### config.mk
export PLATFORM = sky130hd
export DESIGN_NAME = bit_skip_unit
export DESIGN_NICKNAME = d
export VERILOG_FILES = /design/src/rtl/bsu_pkg.sv /design/src/rtl/bsu_bit_mask.sv /design/src/rtl/bsu_bit_alu.sv /design/src/rtl/bsu_skip_fsm.sv /design/src/rtl/bit_skip_unit.sv
export SDC_FILE = /design/constraint.sdc
export NUM_CORES = 1
export LEC_CHECK = 0
export ABC_CLOCK_PERIOD_IN_PS = 1750
export BUFFER_PORTS_ARGS = -buffer_cell sky130_fd_sc_hd__buf_2
export CORE_AREA = 3 3 40 42
export CTS_BUF_LIST = sky130_fd_sc_hd__clkbuf_4 sky130_fd_sc_hd__clkbuf_8
export DETAILED_ROUTE_END_ITERATION = 16
export DIE_AREA = 0 0 43 45
export GPL_TIMING_DRIVEN = 0
export PLACE_DENSITY_LB_ADDON = 0.25
export SLEW_MARGIN = 20
export SYNTH_ARGS = -nofsm -noshare
export SYNTH_HDL_FRONTEND = slang
export SYNTH_SLANG_ARGS = --single-unit
### constraint.sdc
create_clock -name clk -period 1.75 [get_ports clk]
set_clock_uncertainty 0.1 [all_clocks]
set_input_delay 0.0875 -clock clk [delete_from_list [all_inputs] [get_ports clk]]
set_output_delay 0.0875 -clock clk [all_outputs]
set_load 0.01 [all_outputs]
### src/rtl/bsu_pkg.sv
package bsu_pkg;

    typedef enum logic [2:0] {
        OP_OTHER    = 3'd0,
        OP_SET      = 3'd1,
        OP_CLR      = 3'd2,
        OP_SKIP_SET = 3'd3,
        OP_SKIP_CLR = 3'd4
    } bsu_op_e;

    typedef enum logic {
        ST_RUN    = 1'b0,
        ST_SHADOW = 1'b1
    } bsu_state_e;

endpackage

### src/rtl/bsu_bit_mask.sv
module bsu_bit_mask #(
    parameter int DATA_W = 8,
    parameter int IDX_W  = $clog2(DATA_W)
) (
    input  logic [IDX_W-1:0]  idx,
    output logic [DATA_W-1:0] mask
);

    for (genvar g = 0; g < DATA_W; g++) begin : g_dec
        assign mask[g] = (idx == IDX_W'(g));
    end

endmodule

### src/rtl/bsu_bit_alu.sv
module bsu_bit_alu #(
    parameter int DATA_W = 8
) (
    input  logic [DATA_W-1:0] rd_data,
    input  logic [DATA_W-1:0] mask,
    input  logic              do_set,
    input  logic              do_clr,
    output logic [DATA_W-1:0] new_data,
    output logic              bit_val
);

    always_comb begin
        new_data = rd_data;
        if (do_set) begin
            new_data = rd_data | mask;
        end else if (do_clr) begin
            new_data = rd_data & ~mask;
        end
        bit_val = |(rd_data & mask);
    end

endmodule

### src/rtl/bsu_skip_fsm.sv
module bsu_skip_fsm
    import bsu_pkg::*;
(
    input  logic clk,
    input  logic rst_n,
    input  logic issue,
    input  logic is_test,
    input  logic cond_met,
    output logic squash,
    output logic fire
);

    bsu_state_e state_q;
    bsu_state_e state_d;

    // state register
    always_ff @(posedge clk or negedge rst_n) begin
        if (!rst_n) begin
            state_q <= ST_RUN;
        end else begin
            state_q <= state_d;
        end
    end

    // transitions ARM_SKIP and CONSUME
    always_comb begin
        state_d = state_q;
        unique case (state_q)
            ST_RUN: begin
                if (issue && is_test && cond_met) begin
                    state_d = ST_SHADOW;
                end
            end
            ST_SHADOW: begin
                if (issue) begin
                    state_d = ST_RUN;
                end
            end
            default: state_d = ST_RUN;
        endcase
    end

    // outputs
    always_comb begin
        squash = 1'b0;
        fire   = 1'b0;
        unique case (state_q)
            ST_RUN: begin
                fire = issue && is_test && cond_met;
            end
            ST_SHADOW: begin
                squash = issue;
            end
            default: begin
                squash = 1'b0;
                fire   = 1'b0;
            end
        endcase
    end

endmodule

### src/rtl/bit_skip_unit.sv
module bit_skip_unit
    import bsu_pkg::*;
#(
    parameter int DATA_W = 8,
    parameter int IDX_W  = $clog2(DATA_W),
    parameter int OP_W   = 3
) (
    input  logic              clk,
    input  logic              rst_n,
    input  logic              instr_valid,
    input  logic [OP_W-1:0]   op,
    input  logic [IDX_W-1:0]  bit_idx,
    input  logic [DATA_W-1:0] rd_data,
    output logic [DATA_W-1:0] wr_data,
    output logic              wr_en,
    output logic              skip_req,
    output logic              squash
);

    logic [DATA_W-1:0] mask;
    logic [DATA_W-1:0] new_data;
    logic              bit_val;
    logic              is_set;
    logic              is_clr;
    logic              is_sks;
    logic              is_skc;
    logic              cond_met;
    logic              fire;
    logic              sq;

    always_comb begin
        is_set = (op == OP_W'(OP_SET));
        is_clr = (op == OP_W'(OP_CLR));
        is_sks = (op == OP_W'(OP_SKIP_SET));
        is_skc = (op == OP_W'(OP_SKIP_CLR));
        cond_met = is_sks ? bit_val : !bit_val;
    end

    bsu_bit_mask #(.DATA_W(DATA_W), .IDX_W(IDX_W)) mask_i (
        .idx  (bit_idx),
        .mask (mask)
    );

    bsu_bit_alu #(.DATA_W(DATA_W)) alu_i (
        .rd_data  (rd_data),
        .mask     (mask),
        .do_set   (is_set),
        .do_clr   (is_clr),
        .new_data (new_data),
        .bit_val  (bit_val)
    );

    bsu_skip_fsm fsm_i (
        .clk      (clk),
        .rst_n    (rst_n),
        .issue    (instr_valid),
        .is_test  (is_sks || is_skc),
        .cond_met (cond_met),
        .squash   (sq),
        .fire     (fire)
    );

    always_comb begin
        squash   = sq;
        skip_req = fire;
        wr_en    = instr_valid && !sq && (is_set || is_clr);
        wr_data  = new_data;
    end

endmodule

* Yosys cells after proc, flatten, opt, wreduce, memory -nomap -nowiden
Cells that the tools add are included.
** Cells by class
- Muxes and demuxes :: 8
- Bitwise operators :: 5
- Reductions and logical operators :: 10
- Equality and inequality tests :: 11
** Operators by type and width (number)
- 8-bit bitwise AND :: 2
- 8-bit 2-to-1 mux :: 2
- 3-bit equality test, second input constant :: 5
- 3-bit by 2-bit equality test with 1-bit output, second input constant :: 4
- 8-bit inverter :: 1
- 8-bit OR :: 1
- 8-bit OR reduction :: 1
- 3-bit by 1-bit equality test with 1-bit output, second input constant :: 2
- 1-bit 2-to-1 mux :: 5
- 1-bit logical AND :: 4
- 3-bit zero test :: 1
- 1-bit zero test :: 2
- 1-bit logical OR :: 2
- 1-bit one-hot mux with 2 select lines :: 1
- 1-bit inverter :: 1
** Storage, ports and cells
- Output and inout bits :: 11
- Register bits :: 1

* Depth between registers and ports, before layout
Gate-level depths: netlist (run 1).
- Depth in word-level cells :: 8
- Mapped depth :: 4
- Depth with buffers taken out :: 3

* Cells and area by module
Synthesis (run 1) repeated with hierarchy kept, for this count alone.
** Unflattened totals
- Cell total of the unflattened synthesis :: 44
- Area total of the unflattened synthesis :: 336.6 um^2
** By module, submodules not included
- bsu_bit_alu :: area an instance 151.4 um^2, cells each 23, times used 1
- bit_skip_unit :: area an instance 66.3 um^2, cells each 8, times used 1
- bsu_bit_mask :: area an instance 65.1 um^2, cells each 8, times used 1
- bsu_skip_fsm :: area an instance 53.8 um^2, cells each 5, times used 1

* Worst setup path after synthesis (run 1)
Ideal clock, no wire load.
- Path type :: input to output
- From :: in bit_idx[0]
- To :: out skip_req
- Required time :: 1.562 ns
- Path slack :: 0.507 ns
- Cell stages on the path :: 4
- Arrival :: 1.055 ns
- Path through :: buf_6 mux2i_1 mux4_2 mux2i_1
** On the way
- Cells in the longest elaborated chain, start to end :: 7
- Elaborated cells between the ends (all ways) :: 14
- Classes of those cells :: 7 x eq/ne; 2 x mux; 1 x bitwise; 4 x reduce/logical
** RTL lines
- start: declaration :: RTL line bit_skip_unit.sv:12 : input logic [IDX_W-1:0] bit_idx,
- 3-bit by 1-bit equality test with 1-bit output, or another cell as far along :: RTL line bsu_bit_mask.sv:10 : assign mask[g] = (idx == IDX_W'(g));
- 8-bit bitwise AND * :: RTL line bsu_bit_alu.sv:19 : bit_val = |(rd_data & mask);
- 8-bit OR reduction * :: RTL line bsu_bit_alu.sv:19
- 1-bit zero test :: RTL line bit_skip_unit.sv:36 : cond_met = is_sks ? bit_val : !bit_val;
- 1-bit 2-to-1 mux * :: RTL line bit_skip_unit.sv:36
- 1-bit logical AND * :: RTL line bsu_skip_fsm.sv:49 : fire = issue && is_test && cond_met;
- 1-bit 2-to-1 mux * :: RTL line bsu_skip_fsm.sv:47 : unique case (state_q)
- end: declaration :: RTL line bit_skip_unit.sv:16 : output logic skip_req,
Mark *: on every way between the ends. The rest lies on a longest branch, timed or not.

* Final worst setup path (run 1)
- From :: in op[1]
- To :: out wr_data[0]
** On the way
- Cells in the longest elaborated chain, start to end :: 3
- Elaborated cells between the ends (all ways) :: 4
- Classes of those cells :: 2 x eq/ne; 2 x mux
** RTL lines
- start: declaration :: RTL line bit_skip_unit.sv:11 : input logic [OP_W-1:0] op,
- 3-bit by 2-bit equality test with 1-bit output :: RTL line bit_skip_unit.sv:33 : is_clr = (op == OP_W'(OP_CLR));
- 8-bit 2-to-1 mux :: RTL line bsu_bit_alu.sv:16 : end else if (do_clr) begin
- 8-bit 2-to-1 mux * :: RTL line bsu_bit_alu.sv:14 : if (do_set) begin
- end: declaration :: RTL line bit_skip_unit.sv:14 : output logic [DATA_W-1:0] wr_data,
Marks and branches as above.

==> flow_summary.yaml, run 1 <==
synth:
  netlist_area_um2: 387
  ys_seq_elements: 1
  synth_cell_types: 21
  yosysSeqAreaShare: 0.0647
  syn_avg_cell_area_um2: 6.78
  synth_fp_nets: 74
  yosysWarnings: 0
  syn-instance-count: 57
pwr:
  ir_drop_v: 0.000109
  p_per_area_nw_per_um2: 286
  leakagePower_nw: 0.244
placement:
  dp_slack_ns: 0.374
  io_buffer_count: 26
  dpl.hpwl_um: 931
  placed_cell_area_um2: 536
  gp_congestion: 0.765
clock_network:
  path_clk_slew_ns: 0
  cts_resized: 0
  insertion_delay_ns: 0
cells_and_area:
  final_area_um2: 546
  drive_above_1_share: 0.345
  top_regs: "fsm_i.state_q: 1 flops"
  final_util: 0.425
  largest_reg_flops: 1
  final_nets: 103
  synthToLayoutAreaGrowth_pct: 41.1
  n_antenna_cell: 0
  final_cell_mix: "26 x buf_2, 14 x o21ai_0, 6 x a21oi_1, 6 x mux2i_1, 5 x nor2b_1"
  mostFrequentLayoutCell: "buf_2"
  top_register: "fsm_i.state_q"
floorplanning:
  die_area_um2: 1940
  rows: 13
  start_util: 0.301
  core_um2: 1280
  die_h_um: 45
  die_w_um: 43
  boundaryPins: 28
sta:
  rsz0062_at_grt: "no"
  worst_hold_slack_ns: 0.299
  setup_viol: 0
  hold_violations: 0
  finalWorstSetupSlack_ns: 0.367
  tightestPinTransition_ns: 0.563
  fin_tns_setup_ns: 0
  post-route-min-period_ns: 1.38
  drv_slew: 0
  finalCritPeriodShare: 0.791
  maxSlewHeadroom: 0.624
  max_freq_mhz: 723
global_routing:
  grt_max_degree: 11
  grtUsageTotal: 0.122
  antenna_found_initial: 0
  grt_pass1_wl_um: 1930
  grt_overflow: 0
  grt_pass1_vias: 473
route:
  drt_iter0_markers: 10
  ant_nets: 0
  viasPerCell: 5.14
  drt_wl_total_um: 1170
  first_pass_iters: 4
  vias: 509
  wl_per_cell_um: 11.8
  drc: 0
min_path:
  hold_class: "in2async"
critical_path:
  arrival_ns: 1.20
  crit_path_start_kind: "input port"
  cp-end-kind: "output port"
  path_class: "in2out"
  required_ns: 1.56
  worst-path-max-fanout: 7
run_status:
  outcome: "completed"
run:
  drv_cap: 0
routing by layer:
| metal | global-route usage | routed length (um) |
|---|---|---|
| met5 | 0 | 0 |
| met4 | 0 | 0 |
| met3 | 0.00398 | 89 |
| met2 | 0.237 | 546 |
| met1 | 0.161 | 536 |
synth_stat cells (all sizes together):
| master | instances | area (um2) |
|---|---|---|
| nand3 | 2 | 10.0 |
| nor3b | 2 | 15.0 |
| o21ai | 14 | 70.1 |
| a31oi | 4 | 25.0 |
| or3b | 1 | 8.76 |
| dfrtp | 1 | 25.0 |
| mux2i | 6 | 60.1 |
| and2 | 1 | 6.26 |
| nand2b | 2 | 12.5 |
| o31ai | 2 | 15.0 |
| nand3b | 1 | 7.51 |
| nor2b | 5 | 31.3 |
| a21oi | 6 | 30.0 |
| clkbuf | 2 | 7.51 |
| xnor2 | 1 | 8.76 |
| mux4 | 1 | 22.5 |
| buf | 1 | 11.3 |
| nor2 | 2 | 7.51 |
| nand2 | 1 | 3.75 |
| nor3 | 1 | 5.00 |
| inv | 1 | 3.75 |
critical path, cell delays in order:
cell	delay (ns)
buf_2	0.14
or3b_2	0.51
o31ai_1	0.20
o21ai_0	0.10
buf_2	0.15
through the flow:
step	instances	total power, mW
2_1_floorplan	57	0.102
3_3_place_gp	98	0.153
3_5_place_dp	98	0.154
4_1_cts	99	0.157
5_1_grt	99	0.172
6_report	99	0.156
kinds of logic after synthesis:
kind of cell / count (synthesis) / synth area share
buf+inv: 4 / 0.0582
compound gates: 26 / 0.362
flops: 1 / 0.0647
xor+xnor: 1 / 0.0227
simple gates: 18 / 0.278
mux: 7 / 0.214
timing repair:
action                                 4_1_cts  5_1_grt
endpoints found under the hold margin        1        0
hold buffers                                 1        0
setup buffers                                0        0
where the power goes:
group,internal (mW),switching (mW)
combinational,0.0606,0.0679
clock,0,0
sequential,0.0260,0.00139
total,0.0867,0.0693
path summary, 6_finish.rpt:
| check | depth (start not counted) | endpoint | slack, ns | from |
|---|---|---|---|---|
| hold / removal | 2 | fsm_i.state_q | 0.30 | rst_n |
| min in group clk | 3 | fsm_i.state_q | 0.39 | op[0] |
| hold reg to reg | 3 | fsm_i.state_q | 0.64 | fsm_i.state_q |
| setup reg to reg | 3 | fsm_i.state_q | 0.62 | fsm_i.state_q |
| setup / recovery | 5 | wr_data[0] | 0.37 | op[1] |
| max in group asynchronous | 2 | fsm_i.state_q | 1.17 | rst_n |
final cells by class:
class	instances	area [um2]
timing repair buffer	27	140
sequential	1	25.0
buffer	3	18.8
tap	15	18.8
multi-input combinational	52	339
inverter	1	3.75
fill	145	739
(Power assumes the default switching activity.)
==> run 2, diff against run 1 <==
--- a/config.mk
+++ b/config.mk
@@ -5,7 +5,8 @@
 export SDC_FILE = /design/constraint.sdc
 export NUM_CORES = 1
 export LEC_CHECK = 0
-export ABC_CLOCK_PERIOD_IN_PS = 1750
+export ABC_AREA = 1
+export ABC_CLOCK_PERIOD_IN_PS = 1250
 export BUFFER_PORTS_ARGS = -buffer_cell sky130_fd_sc_hd__buf_2
 export CORE_AREA = 3 3 40 42
 export CTS_BUF_LIST = sky130_fd_sc_hd__clkbuf_4 sky130_fd_sc_hd__clkbuf_8
==> constraint.sdc (replaced) <==
create_clock -name clk -period 1.25 [get_ports clk]
set_clock_uncertainty 0.1 [all_clocks]
set_input_delay 0.0625 -clock clk [delete_from_list [all_inputs] [get_ports clk]]
set_output_delay 0.0625 -clock clk [all_outputs]
set_load 0.01 [all_outputs]
==> run 2 against run 1 <==
Effect of this change: first-iteration DRC count is 50% lower; sequential share of layout area fell by 0.28 points; sequential cell count is the same; cell area grew 6.4%; hold slack worse by 0.012 ns.
==> flow_summary.yaml, run 2 <==
floorplanning:
  die_h_um: 45
  core_um2: 1280
  boundaryPins: 28
  start_util: 0.318
  die_area_um2: 1940
  rows: 13
  die_w_um: 43
route:
  wl_per_cell_um: 10.5
  drc: 0
  viasPerCell: 4.97
  first_pass_iters: 2
  ant_nets: 0
  drt_wl_total_um: 1110
  vias: 527
  drt_iter0_markers: 5
synth:
  ys_seq_elements: 1
  yosysTopAreaCell: "o21ai_1"
  synth-async-reset-ratio: 1.00
  syn_avg_cell_area_um2: 6.20
  synth_commonest_cells: "10 x o21ai_1, 9 x nand2_1, 8 x nand3_1"
  synth_cell_types: 18
  synth.top_cell.area_share: 0.122
  netlist_area_um2: 409
  synth.most_common_cell: "o21ai_1"
  synth_fp_nets: 83
  synth-edff-count: 0
  yosysSeqAreaShare: 0.0612
  yosysWarnings: 0
  synth_area_leaders: "o21ai_1 12%, nand3_1 9.8%, nand3_2 9.8%"
  syn-instance-count: 66
  synth_ff_type: "dfrtp_1"
placement:
  post-place-cells: 105
  dpl.hpwl_um: 867
  gp_congestion: 0.783
  dp_slack_ns: 0.0170
  io_buffer_count: 24
cells_and_area:
  fin_cells: 106
  top_register: "fsm_i.state_q"
  synthToLayoutAreaGrowth_pct: 41.9
  mostFrequentLayoutCell: "buf_2"
  drive_above_1_share: 0.462
  largest_reg_flops: 1
  final_cell_mix: "23 x buf_2, 10 x o21ai_1, 8 x nand3_1, 8 x nand2_1"
  top_regs: "fsm_i.state_q: 1 flops"
  n_antenna_cell: 0
  final_util: 0.452
  multiInputGateArea_um2: 332
  fillers: 147
  seqCellArea_um2: 25.0
  final_nets: 110
global_routing:
  grtUsageTotal: 0.101
  grt_pass1_vias: 408
  top_usage_layer: "met2"
  grt_pass1_wl_um: 1640
  met1_usage: 0.141
  grt_overflow: 0
  grt_max_degree: 11
  use_met2: 0.186
  grtUsageMet3: 0.00398
  antenna_found_initial: 0
sta:
  setup_viol: 0
  tightestPinTransition_ns: 0.208
  maxSlewHeadroom: 0.860
  worst_hold_slack_ns: 0.287
  finalCritPeriodShare: 0.979
  rsz0062_at_grt: "yes"
  drv_slew: 0
  post-route-min-period_ns: 1.22
  max_freq_mhz: 817
  hold_violations: 0
  finalWorstSetupSlack_ns: 0.0259
critical_path:
  crit_chain: "inv_2 -> nand2_4 -> nor4_4 -> nand3_2 -> nand2_2 -> buf_6"
  path_delay_family: "simple AND/OR/NAND/NOR gates"
  path_class: "reg2out"
  required_ns: 1.09
  cp-end-kind: "output port"
  slowest_delay_ns: 0.36
  reg2reg_depth: 5
  critPathLaunch: "fsm_i.state_q"
  crit_path_start_kind: "flip-flop"
  worst-path-max-fanout: 3
  cp_slowest_cell: "dfrtp_1"
  cp.depth: 6
  crit_buf_inv: 2
  r2r-start: "fsm_i.state_q"
  arrival_ns: 1.06
clock_network:
  postCtsSetupBuffers: 0
  insertion_delay_ns: 0
  path_clk_slew_ns: 0
run_status:
  outcome: "completed"
pwr:
  p_clk_frac: 0
  p_sw_mw: 0.103
  p_per_area_nw_per_um2: 366
  power_frac_seq: 0.175
  swShare: 0.487
  ir_drop_v: 0.000129
  leakagePower_nw: 0.284
  p_int_mw: 0.109
  pwr-share-comb: 0.825
min_path:
  hold_class: "in2async"
run:
  drv_cap: 0
run 2: changes by cell type after synthesis, moves of 4 or more:
cell,change
a21oi_1,-5
a31oi_1,-4
inv_1,+4
mux2i_1,-6
nand2_1,+8
nand3_1,+6
nand3_2,+4
nand4_1,+6
nor2b_1,-5
o21ai_0,-8
o21ai_1,+10
run 2: cell type report:
type	instances	share of cell area
Buffer	3	0.0582
Inverter	8	0.0603
Multi-Input combinational cell	54	0.571
Sequential cell	1	0.0431
Tap cell	15	0.0323
Timing Repair Buffer	25	0.235
run 2: layer usage:
metal / vias up / wire [um]
met5: - / 0
met2: 13 / 520
met3: 0 / 74
li1: 286 / -
met4: 0 / 0
met1: 228 / 515
run 2: final timing paths:
path	slack, ns	to
min in group clk	0.30	fsm_i.state_q
hold / removal	0.29	fsm_i.state_q
hold reg to reg	0.56	fsm_i.state_q
setup reg to reg	0.11	fsm_i.state_q
setup / recovery	0.03	skip_req
max in group asynchronous	0.68	fsm_i.state_q
run 2: kinds of logic (layout without fill, tap and decap cells):
kind of cell / after synthesis / count (layout) / share of synthesized area
flip-flops: 1 / 1 / 0.0612
AO/OA/AOI/OAI: 17 / 17 / 0.208
buffers and inverters: 11 / 36 / 0.168
AND/OR/NAND/NOR: 37 / 37 / 0.563
run 2: stage by stage:
stage | instance area (um2) | power, mW | TNS, ns
2_1_floorplan | 409 | 0.142 | 0
3_3_place_gp | 548 | 0.198 | 0
3_5_place_dp | 548 | 0.201 | 0
4_1_cts | 558 | 0.204 | 0
5_1_grt | 581 | 0.232 | -0.00561
6_report | 581 | 0.212 | 0
run 2: repair_timing:
action / 4_1_cts / 5_1_grt
endpoints found under the setup margin: 0 / 1
hold buffers: 1 / 0
hold endpoints to repair: 1 / 0
gates resized for setup: 0 / 5
run 2: power by group through the flow:
stage | clock (mW) | combinational, mW | sequential [mW]
6_report | 0 | 0.175 | 0.0372
4_1_cts | 0 | 0.167 | 0.0368
5_1_grt | 0 | 0.195 | 0.0373
3_5_place_dp | 0 | 0.164 | 0.0368
3_3_place_gp | 0 | 0.161 | 0.0367
2_1_floorplan | 0 | 0.105 | 0.0366
==> run 3, diff against run 2 <==
--- a/config.mk
+++ b/config.mk
@@ -8,10 +8,10 @@
 export ABC_AREA = 1
 export ABC_CLOCK_PERIOD_IN_PS = 1250
 export BUFFER_PORTS_ARGS = -buffer_cell sky130_fd_sc_hd__buf_2
-export CORE_AREA = 3 3 40 42
+export CORE_MARGIN = 2
+export CORE_UTILIZATION = 23
 export CTS_BUF_LIST = sky130_fd_sc_hd__clkbuf_4 sky130_fd_sc_hd__clkbuf_8
 export DETAILED_ROUTE_END_ITERATION = 16
-export DIE_AREA = 0 0 43 45
 export GPL_TIMING_DRIVEN = 0
 export PLACE_DENSITY_LB_ADDON = 0.25
 export SLEW_MARGIN = 20
==> run 3 against run 2 <==
Effect of this change: hold slack got worse by 0.011 ns; sequential cell count unchanged; utilization decreased by 10 points; die area increased by 10%; via count increased by 3.0%; sequential share of layout area decreased by 0.14 points; critical path type unchanged; critical endpoint unchanged; largest cell class unchanged; highest routed layer unchanged.
==> flow_summary.yaml, run 3 (synthesized netlist as in run 2, its figures left out) <==
run_status:
  outcome: "completed"
sta:
  post-route-min-period_ns: 1.24
  hold_violations: 0
  setup_viol: 0
  finalCritPeriodShare: 0.992
  maxSlewHeadroom: 0.864
  drv_slew: 0
  tightestPinTransition_ns: 0.203
  max_freq_mhz: 807
  rsz0062_at_grt: "yes"
cells_and_area:
  synthToLayoutAreaGrowth_pct: 46.8
  largest_reg_flops: 1
  fillers: 193
  final_cell_mix: "23 x buf_2, 11 x o21ai_1, 8 x nand3_1, 8 x nand2_1, 6 x nand4_1"
  drive_above_1_share: 0.467
  final_area_um2: 601
  top_regs: "fsm_i.state_q: 1 flops"
  seqCellArea_um2: 25.0
  n_antenna_cell: 0
  multiInputGateArea_um2: 332
  top_register: "fsm_i.state_q"
  final_nets: 111
  mostFrequentLayoutCell: "buf_2"
placement:
  io_buffer_count: 24
  placed_cell_area_um2: 561
  dpl.hpwl_um: 854
  gp_congestion: 0.753
route:
  drc: 0
  drt_iter0_markers: 4
  ant_nets: 0
  drt_wl_total_um: 1070
  vias: 543
  viasPerCell: 4.64
  first_pass_iters: 4
  wl_per_cell_um: 9.11
floorplanning:
  rows: 15
  die_h_um: 46.2
  start_util: 0.240
  die_w_um: 46.2
  die_area_um2: 2130
  core_um2: 1710
  boundaryPins: 28
run:
  drv_cap: 0
critical_path:
  crit_path_start_kind: "flip-flop"
  arrival_ns: 1.08
  cp-end-kind: "output port"
  required_ns: 1.09
  worst-path-max-fanout: 3
  path_class: "reg2out"
pwr:
  ir_drop_v: 0.000112
  p_per_area_nw_per_um2: 361
  finalPower_mw: 0.217
  leakagePower_nw: 0.288
global_routing:
  antenna_found_initial: 0
  grt_overflow: 0
  grtUsageTotal: 0.0922
  grt_max_degree: 11
  grt_pass1_wl_um: 1570
  grt_pass1_vias: 386
clock_network:
  insertion_delay_ns: 0
  path_clk_slew_ns: 0
min_path:
  hold_class: "in2async"
[run 3: cell types whose count changed in the layout (fill, tap and decap cells not counted)]
cell,before,now
o21ai_0,6,5
o21ai_1,10,11
buf_4,0,1
[run 3: worst paths after layout]
path                                     from            end  slack (ns)  cells past startpoint
min in group clk                        op[2]  fsm_i.state_q        0.29                      4
worst min register to register  fsm_i.state_q  fsm_i.state_q        0.56                      3
worst max-delay path            fsm_i.state_q       skip_req        0.01                      6
worst min-delay path                    rst_n  fsm_i.state_q        0.28                      2
worst max register to register  fsm_i.state_q  fsm_i.state_q        0.09                      5
max in group asynchronous               rst_n  fsm_i.state_q        0.69                      2
[run 3: area by class of cell]
class,count,share of cell area
inverters,8,0.0583
plain buffers,3,0.0563
flip-flops and latches,1,0.0417
multi-input cells,54,0.552
well taps,25,0.0521
repair buffers,26,0.240
[run 3: routing by layer]
metal	routed length [um]	vias to the layer above	share of wire	track usage
li1	-	287	-	-
met1	471	233	0.44	0.132
met2	522	23	0.49	0.164
met3	72	0	0.068	0
met4	0	0	0	0
met5	0	-	0	0
[run 3: power by group]
part / switching [mW] / internal [mW]
clock network: 0 / 0
logic: 0.103 / 0.0763
registers: 0.00170 / 0.0356
[run 3: per-stage QoR]
step | util | instances | hold WS, ns | setup slack (ns) | setup TNS (ns)
after floorplan | - | 66 | -0.333 | 0.192 | 0
after global placement | 0.328 | 115 | -0.263 | 0.0307 | 0
after detailed placement | 0.328 | 115 | -0.260 | 0.0350 | 0
after CTS | 0.334 | 116 | 0.279 | 0.0347 | 0
after global routing | 0.352 | 117 | 0.287 | -0.0594 | -0.0594
final | 0.352 | 117 | 0.276 | 0.0106 | 0
[run 3: what timing repair did]
item,4_1_cts,5_1_grt
endpoints found under the hold margin,1,0
setup endpoints to repair,0,2
setup buffers,0,1
hold buffers,1,0
resized for setup,0,6
[run 3: critical path, stage by stage (launching register included)]
cell	delay (ns)
dfrtp_1	0.36
inv_2	0.08
nand2_4	0.06
nor4_4	0.27
nand3_2	0.13
nand2_2	0.08
buf_6	0.09
